`src/rtl/blk66_pkg.sv`:
```
package blk66_pkg;

  localparam int BLK_W = 66;
  localparam int HDR_W = 2;
  localparam int PAY_W = BLK_W - HDR_W;

  // Payload occupies the upper bits, sync header the lowest two.
  typedef struct packed {
    logic [PAY_W-1:0] payload;
    logic [HDR_W-1:0] hdr;
  } blk66_t;

  function automatic logic hdr_bad(input logic [HDR_W-1:0] h);
    return (h == 2'b00) || (h == 2'b11);
  endfunction

endpackage

```
`src/rtl/blk66_beat_fifo.sv`:
```
module blk66_beat_fifo #(
  parameter int W     = 265,
  parameter int DEPTH = 4
) (
  input  logic         clk,
  input  logic         rst_n,
  input  logic         push_i,
  input  logic [W-1:0] data_i,
  input  logic         pop_i,
  output logic [W-1:0] data_o,
  output logic         full_o,
  output logic         empty_o,
  output logic         drop_o
);

  localparam int AW = (DEPTH > 1) ? $clog2(DEPTH) : 1;
  localparam int PW = AW + 1;

  logic [W-1:0]  mem_q [DEPTH];
  logic [PW-1:0] wr_q, wr_d, rd_q, rd_d;
  logic          wr_en;
  logic [PW-1:0] occ;

  assign occ     = wr_q - rd_q;
  assign empty_o = (occ == '0);
  assign full_o  = (occ == PW'(DEPTH));

  // A write is allowed when space exists or the head leaves this cycle.
  always_comb begin
    wr_en  = push_i && (!full_o || pop_i);
    drop_o = push_i && full_o && !pop_i;
    wr_d   = wr_q;
    rd_d   = rd_q;
    if (wr_en)                wr_d = wr_q + PW'(1);
    if (pop_i && !empty_o)    rd_d = rd_q + PW'(1);
  end

  always_ff @(posedge clk or negedge rst_n) begin
    if (!rst_n) begin
      wr_q <= '0;
      rd_q <= '0;
    end else begin
      wr_q <= wr_d;
      rd_q <= rd_d;
    end
  end

  always_ff @(posedge clk) begin
    if (wr_en) mem_q[wr_q[AW-1:0]] <= data_i;
  end

  assign data_o = mem_q[rd_q[AW-1:0]];

  // occupancy never exceeds the configured depth
  a_r9_occ_bounded: assert property (@(posedge clk) disable iff (!rst_n)
    occ <= PW'(DEPTH));

  // an accepted beat into an empty FIFO is visible next cycle
  a_r9_push_seen: assert property (@(posedge clk) disable iff (!rst_n)
    (push_i && empty_o) |=> !empty_o);

endmodule

```
`src/rtl/blk66_lane_ctr.sv`:
```
module blk66_lane_ctr #(
  parameter int LANES = 4
) (
  input  logic                                   clk,
  input  logic                                   rst_n,
  input  logic                                   advance_i,
  output logic [((LANES > 1) ? $clog2(LANES) : 1)-1:0] lane_o,
  output logic                                   last_o
);

  localparam int LW = (LANES > 1) ? $clog2(LANES) : 1;

  generate
    if (LANES == 1) begin : g_single
      assign lane_o = '0;
      assign last_o = 1'b1;
    end else begin : g_multi
      logic [LW-1:0] cnt_q, cnt_d;

      assign last_o = (cnt_q == LW'(LANES - 1));
      assign lane_o = cnt_q;

      always_comb begin
        cnt_d = cnt_q;
        if (advance_i) cnt_d = last_o ? '0 : cnt_q + LW'(1);
      end

      always_ff @(posedge clk or negedge rst_n) begin
        if (!rst_n) cnt_q <= '0;
        else        cnt_q <= cnt_d;
      end

      // lane position stays inside the beat
      a_r2_lane_range: assert property (@(posedge clk) disable iff (!rst_n)
        cnt_q <= LW'(LANES - 1));

      // lanes advance by one per accepted block
      a_r2_lane_step: assert property (@(posedge clk) disable iff (!rst_n)
        (advance_i && !last_o) |=> (cnt_q == $past(cnt_q) + LW'(1)));
    end
  endgenerate

endmodule

```
`src/rtl/blk66_lane_sel.sv`:
```
module blk66_lane_sel
  import blk66_pkg::*;
#(
  parameter int LANES = 4
) (
  input  logic [BLK_W*LANES-1:0]                       beat_i,
  input  logic [((LANES > 1) ? $clog2(LANES) : 1)-1:0] lane_i,
  output blk66_t                                       blk_o,
  output logic                                         hdr_err_o
);

  logic [BLK_W-1:0] lanes [LANES];

  generate
    for (genvar g = 0; g < LANES; g++) begin : g_unpack
      assign lanes[g] = beat_i[g*BLK_W +: BLK_W];
    end
  endgenerate

  assign blk_o     = blk66_t'(lanes[lane_i]);
  assign hdr_err_o = hdr_bad(blk_o.hdr);

endmodule

```
`src/rtl/blk66_rx_sink.sv`:
```
module blk66_rx_sink
  import blk66_pkg::*;
#(
  parameter int LANES = 4,
  parameter int DEPTH = 4
) (
  input  logic                   clk,
  input  logic                   rst_n,
  input  logic                   otn_mode_i,
  input  logic                   in_valid_i,
  input  logic                   in_marker_i,
  input  logic [66*LANES-1:0]    in_data_i,
  output logic                   out_valid_o,
  input  logic                   out_ready_i,
  output logic [1:0]             out_hdr_o,
  output logic [63:0]            out_payload_o,
  output logic                   out_marker_o,
  output logic                   out_hdr_err_o,
  output logic                   overflow_o
);

  localparam int BEAT_W = BLK_W * LANES;
  localparam int ENT_W  = BEAT_W + 1;
  localparam int LW     = (LANES > 1) ? $clog2(LANES) : 1;

  logic             keep;
  logic             fire;
  logic             pop;
  logic             fifo_full;
  logic             fifo_empty;
  logic             fifo_drop;
  logic [ENT_W-1:0] head;
  logic [LW-1:0]    lane;
  logic             lane_last;
  blk66_t           cur_blk;
  logic             cur_err;
  logic             ovf_q, ovf_d;

  // Marker beats survive only in pass mode; idle cycles are never stored.
  assign keep = in_valid_i && (otn_mode_i || !in_marker_i);

  assign out_valid_o = !fifo_empty;
  assign fire        = out_valid_o && out_ready_i;
  assign pop         = fire && lane_last;

  blk66_beat_fifo #(
    .W     (ENT_W),
    .DEPTH (DEPTH)
  ) fifo_i (
    .clk     (clk),
    .rst_n   (rst_n),
    .push_i  (keep),
    .data_i  ({in_marker_i, in_data_i}),
    .pop_i   (pop),
    .data_o  (head),
    .full_o  (fifo_full),
    .empty_o (fifo_empty),
    .drop_o  (fifo_drop)
  );

  blk66_lane_ctr #(
    .LANES (LANES)
  ) lane_i (
    .clk       (clk),
    .rst_n     (rst_n),
    .advance_i (fire),
    .lane_o    (lane),
    .last_o    (lane_last)
  );

  blk66_lane_sel #(
    .LANES (LANES)
  ) sel_i (
    .beat_i    (head[BEAT_W-1:0]),
    .lane_i    (lane),
    .blk_o     (cur_blk),
    .hdr_err_o (cur_err)
  );

  assign out_hdr_o     = cur_blk.hdr;
  assign out_payload_o = cur_blk.payload;
  assign out_marker_o  = head[BEAT_W];
  assign out_hdr_err_o = cur_err;

  always_comb begin
    ovf_d = ovf_q;
    if (fifo_drop) ovf_d = 1'b1;
  end

  always_ff @(posedge clk or negedge rst_n) begin
    if (!rst_n) ovf_q <= 1'b0;
    else        ovf_q <= ovf_d;
  end

  assign overflow_o = ovf_q;

  // a presented block waits unchanged for the consumer
  a_r8_hold_stable: assert property (@(posedge clk) disable iff (!rst_n)
    (out_valid_o && !out_ready_i) |=>
      (out_valid_o && $stable(out_hdr_o) && $stable(out_payload_o)
       && $stable(out_marker_o) && $stable(out_hdr_err_o)));

  // the overflow flag never clears outside reset
  a_r9_sticky: assert property (@(posedge clk) disable iff (!rst_n)
    overflow_o |=> overflow_o);

  // overflow rises only after a beat arrived
  a_r9_rise_cause: assert property (@(posedge clk) disable iff (!rst_n)
    $rose(overflow_o) |-> $past(in_valid_i));

  // flagged blocks appear only in pass mode
  a_r6_flag_mode: assert property (@(posedge clk) disable iff (!rst_n)
    (out_valid_o && out_marker_o) |-> otn_mode_i);

  // an idle input cannot create output from nothing
  a_r4_idle_quiet: assert property (@(posedge clk) disable iff (!rst_n)
    (!in_valid_i && !out_valid_o) |=> !out_valid_o);

endmodule

```
`config.mk`:
```
export PLATFORM = sky130hd
export DESIGN_NAME = blk66_rx_sink
export DESIGN_NICKNAME = d
export VERILOG_FILES = /design/src/rtl/blk66_pkg.sv /design/src/rtl/blk66_beat_fifo.sv /design/src/rtl/blk66_lane_ctr.sv /design/src/rtl/blk66_lane_sel.sv /design/src/rtl/blk66_rx_sink.sv
export SDC_FILE = /design/constraint.sdc
export NUM_CORES = 1
export LEC_CHECK = 0
export BUFFER_PORTS_ARGS = -buffer_cell sky130_fd_sc_hd__buf_4
export CAP_MARGIN = 20
export CORE_ASPECT_RATIO = 1.1
export CORE_MARGIN = 2
export CORE_UTILIZATION = 50
export CTS_CLUSTER_DIAMETER = 200
export DETAILED_ROUTE_END_ITERATION = 7
export GPL_ROUTABILITY_DRIVEN = 0
export PLACE_DENSITY = 0.71
export SYNTH_ARGS = -nofsm -noshare
export SYNTH_HDL_FRONTEND = slang
export SYNTH_SLANG_ARGS = --single-unit
```
`constraint.sdc`:
```
create_clock -name clk -period 23.9 [get_ports clk]
set_clock_uncertainty 0.05 [all_clocks]
set_input_delay 3.585 -clock clk [delete_from_list [all_inputs] [get_ports clk]]
set_output_delay 3.585 -clock clk [all_outputs]
set_load 0.02 [all_outputs]
```
Yosys cells after proc, flatten, opt, wreduce, memory -nomap -nowiden
Memory sizes are Yosys's and may differ from the RTL's.
Index checks and enable logic that the tools add are counted.
{"block": "totals", "input_bits": 270, "register_bits": 9, "out_inout_bits": 70, "mem_bits_rw": 1060, "mem_count": 1, "word_cells": 36}
{"block": "op_classes", "n_addsub": 4, "n_lt_le_gt_ge": 1, "bitwise_logic": 1, "n_eq_ne": 3, "n_mux": 6, "reduce_logical": 16}
{"memory": "fifo_i.mem_q", "words": 4, "word_bits": 265, "read_ports": 1, "rd_clocked_by_memory_dff": 0, "write_ports": 1, "line": "blk66_beat_fifo.sv:19", "source": "logic [W-1:0] mem_q [DEPTH];"}
{"operator": "binary-select mux 66 bit (select 2 bit)", "count": 1}
{"operator": "two-way mux 66 bit", "count": 2}
{"operator": "logical AND 1 bit", "count": 7}
{"operator": "adder 3 x 1 -> 3 bit (second input constant)", "count": 2}
{"operator": "== test 2 bit (second input constant)", "count": 2}
{"operator": "zero test 1 bit", "count": 4}
{"operator": "== test 3 bit (second input constant)", "count": 1}
{"operator": "greater-or-equal comparator 3 bit (second input constant)", "count": 1}
{"operator": "zero test 3 bit", "count": 1}
{"operator": "logical OR 1 bit", "count": 3}
{"operator": "inverter 2 -> 3 bit", "count": 1}
{"operator": "subtractor 3 bit", "count": 1}
{"operator": "adder 2 x 1 -> 2 bit (second input constant)", "count": 1}
{"operator": "zero test 2 bit", "count": 1}
{"operator": "two-way mux 1 bit", "count": 2}
{"operator": "two-way mux 2 bit", "count": 1}

Depth between registers and ports, before layout
Gate-level depths: netlist (run 1).
{"block": "logic_depth", "ltp_word": 9, "depth_mapped": 9}

Modules after synthesis
From an unflattened synthesis (run 1), not the netlist that was laid out.
{"block": "unflattened", "hier_cells": 1517, "hier_area_um2": 40341.2}
{"mod": "blk66_beat_fifo", "n_inst": 1, "area_each_um2": 38494.4, "seq_area_each_um2": 31980.7, "cells_each": 1423}
{"mod": "blk66_lane_sel", "n_inst": 1, "area_each_um2": 1684.1, "seq_area_each_um2": 0.0, "cells_each": 81}
{"mod": "blk66_lane_ctr", "n_inst": 1, "area_each_um2": 93.8, "seq_area_each_um2": 50.0, "cells_each": 6}
{"mod": "blk66_rx_sink", "n_inst": 1, "area_each_um2": 68.8, "seq_area_each_um2": 25.0, "cells_each": 7}

Worst setup path before layout (run 1)
No wires, ideal clock.
{"block": "synth_path", "kind": "input to register", "startpoint": "input port in_marker_i", "endpoint": "memory fifo_i.mem_q[3][0], enable pin", "arrival_time_ps": 23669, "path_buffers": 0, "path_stages": 3, "slack_ps": -1190, "t_required_ps": 22480, "cell_sequence": "inv_1 -> o21ai_0 -> a311oi_1"}
{"block": "synth_between", "elab_chain_len": 6}
{"element": "from (decl)", "line": "blk66_rx_sink.sv:11", "source": "input logic in_marker_i,"}
{"element": "zero test 1 bit", "line": "blk66_rx_sink.sv:40", "source": "assign keep = in_valid_i && (otn_mode_i || !in_marker_i);"}
{"element": "logical OR 1 bit", "line": "blk66_rx_sink.sv:40"}
{"element": "logical AND 1 bit", "line": "blk66_rx_sink.sv:40"}
{"element": "logical AND 1 bit", "line": "blk66_beat_fifo.sv:30", "source": "wr_en = push_i && (!full_o || pop_i);"}
{"element": "two-way mux 1 bit", "line": "blk66_beat_fifo.sv:49", "source": "if (wr_en) mem_q[wr_q[AW-1:0]] <= data_i;"}
{"element": "two-way mux 1 bit (not written as such)", "line": "blk66_beat_fifo.sv:49"}
{"element": "to (decl)", "line": "blk66_beat_fifo.sv:19"}
Every way passes these cells.

Final worst setup path (run 1)
{"block": "layout_path", "startpoint": "register fifo_i.rd_q[0]", "endpoint": "output port out_payload_o[29]"}
{"block": "layout_between", "elab_chain_len": 4}
{"element": "from (decl)", "line": "blk66_beat_fifo.sv:20", "source": "logic [PW-1:0] wr_q, wr_d, rd_q, rd_d;"}
{"element": "from (signal assigned)", "line": "blk66_beat_fifo.sv:44", "source": "rd_q <= rd_d;"}
{"element": "memory (4 x 265 bit)"}
{"element": "binary-select mux 66 bit (select 2 bit)", "line": "blk66_lane_sel.sv:20", "source": "assign blk_o = blk66_t'(lanes[lane_i]);"}
{"element": "two-way mux 66 bit (not written as such) (2 in a row)", "line": "blk66_lane_sel.sv:20"}
{"element": "to (decl)", "line": "blk66_rx_sink.sv:16", "source": "output logic [63:0] out_payload_o,"}
Every way passes these cells. The select of a mux whose other input is x is not followed.

==> results of run 1 <==
[cell usage in the layout (no fill, tap or decap), types with 3 or more instances in the layout]
cell	count
inv_1	5
nor2b_1	4
buf_4	357
and2_4	3
o21ai_0	3
edfxtp_1	1060
bufinv_16	15
diode_2	4
dfrtp_1	5
clkbuf_16	106
buf_12	4
ha_1	8
clkbuf_1	12
clkinv_1	28
clkinv_2	15
xnor2_1	6
nand2_1	3
inv_6	3
clkinvlp_4	7
mux2_2	4
nand3_1	5
mux4_2	329
dfrtp_4	4
[worst max-delay path, delay by kind of cell, from the launching register on]
kind     cells  cell delay, ns
flops        1            0.82
buf+inv      3            1.55
mux          2            1.11
[per-stage QoR]
step | util [%] | setup slack [ns]
final | 59.2 | 15.87
after floorplan | - | 8.25
after CTS | 59.2 | 15.68
after global routing | 59.2 | 15.47
after global placement | 54.8 | 15.79
after detailed placement | 54.8 | 15.73
[cell families (layout without fill, tap and decap cells)]
family	after synthesis	in the layout	synth area share (%)
buffers and inverters	81	557	1.26
DFF	1069	1069	79.4
other	0	4	0
and+or+nand+nor	19	19	0.248
muxes	333	333	18.5
adders and majority gates	8	8	0.248
AOI/OAI and AO/OA	11	11	0.183
xor gates and xnor gates	7	7	0.152
[flip-flops by register name (all words and copies together), names as in the netlist]
register and count:
overflow_o 1, fifo_i.mem_q 1060, fifo_i.wr_q 3, lane_i.lane_o 2, fifo_i.rd_q 3
[worst max path at each step]
stage	end	slack, ns
after floorplan	fifo_i.mem_q[3][0]	8.25
after global placement	fifo_i.mem_q[0][164]	15.79
after detailed placement	fifo_i.mem_q[0][234]	15.73
after CTS	out_payload_o[24]	15.68
after global routing	out_payload_o[24]	15.47
final	out_payload_o[29]	15.87
[routing by layer]
metal	track usage, %	vias up	routed length [um]
met5	0	-	30
met4	5.74	4	1360
met3	3.91	91	4550
met2	32.0	478	41000
met1	25.5	9324	30900
li1	-	7516	-
[cell type report]
cell class | count | area (um2)
fill | 5523 | 32700
timing repair buffer | 361 | 2760
sequential | 1069 | 32100
tap | 1054 | 1320
antenna | 4 | 10.0
clock buffer | 118 | 2700
multi-input combinational | 378 | 7820
inverter | 5 | 18.8
clock inverter | 73 | 783
[Yosys cell counts]
master | count | area share, %
a21oi_1 | 1 | 0.012
a22oi_1 | 2 | 0.037
a311oi_1 | 1 | 0.022
a31oi_1 | 1 | 0.016
and2_1 | 3 | 0.047
buf_1 | 1 | 0.0093
buf_12 | 2 | 0.099
buf_2 | 7 | 0.087
buf_4 | 10 | 0.19
buf_6 | 15 | 0.42
buf_8 | 1 | 0.037
clkbuf_1 | 40 | 0.37
dfrtp_1 | 9 | 0.56
edfxtp_1 | 1060 | 79
ha_1 | 8 | 0.25
inv_1 | 5 | 0.047
mux2_2 | 4 | 0.11
mux4_2 | 329 | 18
nand2_1 | 3 | 0.028
nand3_1 | 5 | 0.062
nor2_1 | 2 | 0.019
nor2b_1 | 4 | 0.062
o2111ai_1 | 1 | 0.022
o211ai_1 | 1 | 0.019
o21ai_0 | 3 | 0.037
o21bai_1 | 1 | 0.019
or2_2 | 1 | 0.016
or3_1 | 1 | 0.016
xnor2_1 | 6 | 0.13
xor2_1 | 1 | 0.022
[power by group through the flow]
stage	registers (mW)	clock network, mW	logic [mW]
6_report	2.55	1.65	1.81
5_1_grt	2.58	1.76	1.93
4_1_cts	2.56	1.69	1.86
3_5_place_dp	2.60	0	1.85
3_3_place_gp	2.57	0	1.83
2_1_floorplan	2.63	0	1.34
==> summary.txt, run 1 <==
Outcome
  – Status: finished, final reports clean

Yosys
  – Synth Area per Inst: 26.4 um2
  – Mapped cell area: ~40000 um2
  – Mapped Cells: 1528
  – Sequential area share after synthesis: 79.4%
  – Syn nets: between 1500 and 2000
  – Synth warn: 0
  – Library cells used by synthesis: 30
  – Synthesis-stage register bit count: 1069

Critical path
  – Worst r2r src: fifo_i.rd_q[1]
  – Worst-path maximum fanout: 105
  – CP max stage delay: 0.82 ns
  – FF-to-FF path depth: 9
  – Critical path startpoint: fifo_i.rd_q[0]
  – Reg2reg setup slack: 17.96 ns
  – CP Cell Sequence: buf_4, buf_12, mux4_2, mux4_2, buf_4
  – Data arrival, critical path: around 4.4 ns
  – Setup crit end kind: primary output
  – Startpoint types: flop
  – CP Class: reg2out
  – Req. time, crit path: 20.27 ns
  – Slowest CP cell: dfrtp_4
  – Worst flop-to-flop path endpoint: fifo_i.mem_q[0][37]

Placement
  – Port Buffers: 339
  – Placed Area: between 40000 and 50000 um2
  – Hpwl dp: roughly 45 mm
  – Cells after DPL: between 2000 and 3000

Global routing
  – Pin count of the biggest net entering global routing: 162
  – First-pass GRT wire length: roughly 120 mm
  – Initial antenna violation count: 6
  – Total GRT Usage: between 10% and 20%
  – Vias in the first global route: roughly 19000
  – Total grt overflow: 0

Timing
  – Slew @ Worst Pin: 1.21 ns
  – RSZ-0062 raised after global routing: false
  – Fmax: approximately 120 MHz
  – Max-slew violation count: 0
  – TNS Setup: 0 ns
  – Slew Limit Headroom: between 10% and 20%
  – Finish-stage setup viols: 0
  – Final Cycle Share: approximately 34%
  – Hold Fails Final Rpt: 0
  – Crit path time final: between 8 and 9 ns
  – Hold WS: about 0.45 ns

Power and ir drop
  – Int Pwr: 4.29 mW
  – Clock Power Share: 27.4%
  – Leakage Power: 15.4 nW
  – NetSw: around 1.7 mW
  – Total power: about 6.0 mW
  – Comb power frac: between 30% and 40%
  – Sw Share: ~29%
  – PwrDens: between 100 and 150 nW/um2
  – Seq pwr share: between 40% and 50%
  – Peak supply drop: ~0.11 mV

Final layout
  – Fin area: between 40000 and 50000 um2
  – Area grow syn2layout: 17.6%
  – Final nets: roughly 2200
  – Share of cells above drive strength 1: a little over two fifths
  – Post-route insts no fill: 3062

Die
  – Die area: 83000 um2
  – Die width: around 270 um
  – Initial Util: about half
  – Height of the die: around 300 um
  – # IOs: between 300 and 400
  – Core ar.: roughly 80000 um2
  – Num rows: between 100 and 150

Min path
  – Hold path endpoint: overflow_o
  – Hold Startpoint: overflow_o
  – Hold depth: 1
  – HP Class: reg2reg

Clocking
  – CTS Buf Count: about 100
  – CTS tree: done
  – H-Tree Depth: 3
  – Clock Root Buffer: clkbuf_16
  – # resized after CTS: 0
  – Clk buf depth: 3
  – Clock-pin slew on the worst setup and hold paths: 0.06 ns
  – Cts hold-fix bufs: 0
  – Clk sinks: between 1000 and 1500
  – Post-CTS Setup Inserts: 0
  – Worst skew pair latency: about 0.65 ns

Routing
  – Routed len/inst: 25.4 um
  – Antenna-violating nets left: 0
  – Residual DRC: 0
  – DRT iter0 DRCs: ~1500
  – Total wire length: slightly below 80 mm
  – Vias per cell: 5.69
  – Drt pass-1 iters: 5
  – DR vias: 17413

Job
  – Max_cap viols: 0
Power figures use the tool's default switching activity.
==> run 2, diff against run 1 <==
--- a/config.mk
+++ b/config.mk
@@ -13,7 +13,7 @@
 export CTS_CLUSTER_DIAMETER = 200
 export DETAILED_ROUTE_END_ITERATION = 7
 export GPL_ROUTABILITY_DRIVEN = 0
-export PLACE_DENSITY = 0.71
+export PLACE_DENSITY = 0.69
 export SYNTH_ARGS = -nofsm -noshare
 export SYNTH_HDL_FRONTEND = slang
 export SYNTH_SLANG_ARGS = --single-unit
==> constraint.sdc (replaced) <==
create_clock -name clk -period 7.84 [get_ports clk]
set_clock_uncertainty 0.05 [all_clocks]
set_input_delay 1.176 -clock clk [delete_from_list [all_inputs] [get_ports clk]]
set_output_delay 1.176 -clock clk [all_outputs]
set_load 0.02 [all_outputs]
==> run 2 against run 1 <==
  * Die area is the same
  * Critical path type unchanged
  * Wire length grew 0.31%
  * Cell count is essentially flat
  * Total power grew to 3.0 times the previous value
  * Global-route usage is essentially flat
  * Clock power grew to 2.9 times the previous value
==> summary.txt, run 2 (synthesis results as in run 1) <==
Outcome
  – Status: finished, final reports clean

Timing
  – Final Cycle Share: about two thirds
  – Finish-stage setup viols: 0 (unchanged)
  – Slew Limit Headroom: 22.9% (+3.7 points)
  – RSZ-0062 raised after global routing: false
  – Fmax: around 200 MHz
  – Crit path time final: slightly above 5 ns
  – Slew @ Worst Pin: 1.16 ns (-0.0557 ns)
  – Max-slew violation count: 0 (unchanged)
  – Hold WS: 0.284 ns (-0.164 ns)
  – Setup ws final: 2.71 ns (-13.15 ns)
  – Hold Fails Final Rpt: 0 (unchanged)

Routing
  – Routed len/inst: 25.5 um (+0.37%)
  – Residual DRC: 0 (unchanged)
  – M1 WL: 30.0 mm (-3.0%)
  – Drt pass-1 iters: 6 (+1)
  – Antenna-violating nets left: 0 (unchanged)
  – Vias per cell: 5.72 (+0.52%)
  – DRT iter0 DRCs: 1542 (+0.26%)
  – Total wire length: 78.1 mm (+0.31%)
  – Top Layer Used: met5
  – Met2 routed WL: 41.1 mm (+0.39%)
  – Met3 Wirelength: 5.50 mm (+21%)
  – DR vias: 17492 (+0.45%)

Die
  – Num rows: 109 (unchanged)
  – Height of the die: 302 um (unchanged)
  – Core ar.: 80200 um2 (unchanged)
  – # IOs: 340 (unchanged)
  – Die area: 83000 um2 (unchanged)
  – Die width: 275 um (unchanged)
  – Initial Util: 50.3% (unchanged)

Critical path
  – Crit path depth: 4 (-1)
  – Req. time, crit path: 6.61 ns (-13.66 ns)
  – CP max stage delay: 1.05 ns (+0.23 ns)
  – Worst r2r src: fifo_i.rd_q[1]
  – Critical path startpoint: fifo_i.rd_q[1]
  – CP Capture Point: out_payload_o[35]
  – Reg2reg setup slack: 3.51 ns (-14.45 ns)
  – Data arrival, critical path: 3.90 ns (-0.50 ns)
  – CP Cell Sequence: buf_4, mux4_2, mux4_2, buf_4
  – Worst flop-to-flop path endpoint: fifo_i.mem_q[2][180]
  – FF-to-FF path depth: 8 (-1)
  – Worst-path maximum fanout: 66 (-37%)
  – Setup crit end kind: primary output
  – Worst path bufs/invs: 2 (-1)
  – Slowest CP cell: dfrtp_4
  – Startpoint types: flop
  – CP Class: reg2out
  – Top Family by Delay on Critical Path: buffers and inverters

Final layout
  – Area grow syn2layout: 17.6% (about the same)
  – Commonest non-fill, non-tap cells in the layout: 1060 x edfxtp_1, 344 x buf_4, 329 x mux4_2
  – Commonest non-fill, non-tap cell in the layout: edfxtp_1
  – Final nets: 2192 (-0.23%)
  – Max reg flops: 1060 (unchanged)
  – Share of cells above drive strength 1: 43.0% (+0.39 points)
  – Post-route insts no fill: 3060 (-0.065%)

Global routing
  – Vias in the first global route: 18608 (-1.1%)
  – First-pass GRT wire length: 117 mm (-0.73%)
  – Initial antenna violation count: 10 (+4)
  – Total grt overflow: 0 (unchanged)
  – Pin count of the biggest net entering global routing: 146 (-9.9%)
  – Total GRT Usage: 19.0% (-0.041 points)

Job
  – Max_cap viols: 0 (unchanged)

Clocking
  – Cts hold-fix bufs: 0 (unchanged)
  – Clk buf depth: 3 (unchanged)
  – CTS Buf Count: 104 (unchanged)
  – Post-CTS Setup Inserts: 0 (unchanged)
  – Worst skew pair latency: 0.66 ns (about the same)
  – Clk sinks: 1069 (unchanged)
  – H-Tree Depth: 3 (unchanged)
  – Clock Root Buffer: clkbuf_16
  – Clock-pin slew on the worst setup and hold paths: 0.06 ns (about the same)
  – # resized after CTS: 0 (unchanged)
  – CTS tree: done

Power and ir drop
  – PwrDens: 384 nW/um2 (+200%)
  – Leakage Power: 15.4 nW (-0.17%)
  – Peak supply drop: 0.602 mV (+430%)
  – Total power: 18.2 mW (+200%)

Placement
  – Cells after DPL: 2861 (-0.21%)
  – Hpwl dp: 44.3 mm (-2.2%)
  – Port Buffers: 339 (unchanged)
  – Pre-CTS WS: 3.23 ns (-12.50 ns)

Min path
  – HP Class: in2async
==> run 2: cell types whose count changed in the layout (fill, tap and decap cells not counted), sizes merged <==
cell,previous run,this run
clkinvlp,7,6
inv,10,9
clkinv,46,54
buf,361,356
bufinv,15,9
clkbuf,118,121
==> run 2: worst min-delay path by stage <==
stage,start,endpoint,slack [ns],depth (start not counted)
after floorplan,fifo_i.wr_q[2],fifo_i.wr_q[2],0.41,1
after global placement,overflow_o,overflow_o,0.41,1
after detailed placement,overflow_o,overflow_o,0.43,1
after CTS,rst_n,fifo_i.rd_q[2],0.23,1
after global routing,rst_n,fifo_i.rd_q[2],0.25,1
final,rst_n,overflow_o,0.28,1
==> run 2: worst register-to-register path, cell delays in order (launching register included) <==
cell,delay (ns)
dfrtp_4,1.05
inv_2,0.11
ha_4,0.25
nor2b_4,0.12
or3_4,0.41
a31oi_1,0.44
and2_4,0.53
buf_16,0.31
buf_12,0.59
==> run 2: layout make-up <==
class	count	area, um2
repair buffers	356	2830
well taps	1054	1320
clock buffers	121	2730
flip-flops and latches	1069	32100
multi-input cells	378	7850
clock inverters	73	637
inverters	5	18.8
diodes	4	10.0
fillers	5615	32700
==> run 2: per-layer routing <==
layer  GRT usage (%)  vias up
met5               0        -
met3            5.10      115
li1                -     7503
met4            4.77       14
met2            32.2      504
met1            24.7     9356
==> run 2: through the flow <==
step	area (um2)	util (%)	setup TNS [ns]
global route	47500	59.2	0
finish	47500	59.2	0
detailed placement	44100	54.9	0
floorplan	40400	-	-289.11
global placement	44100	54.9	0
CTS	47400	59.1	0
==> run 2: report_power, final <==
group	internal, mW	switching [mW]	leakage (nW)
logic	2.72	2.75	4.01
registers	7.42	0.459	9.76
clock network	2.79	2.06	1.65
total	12.9	5.27	15.4
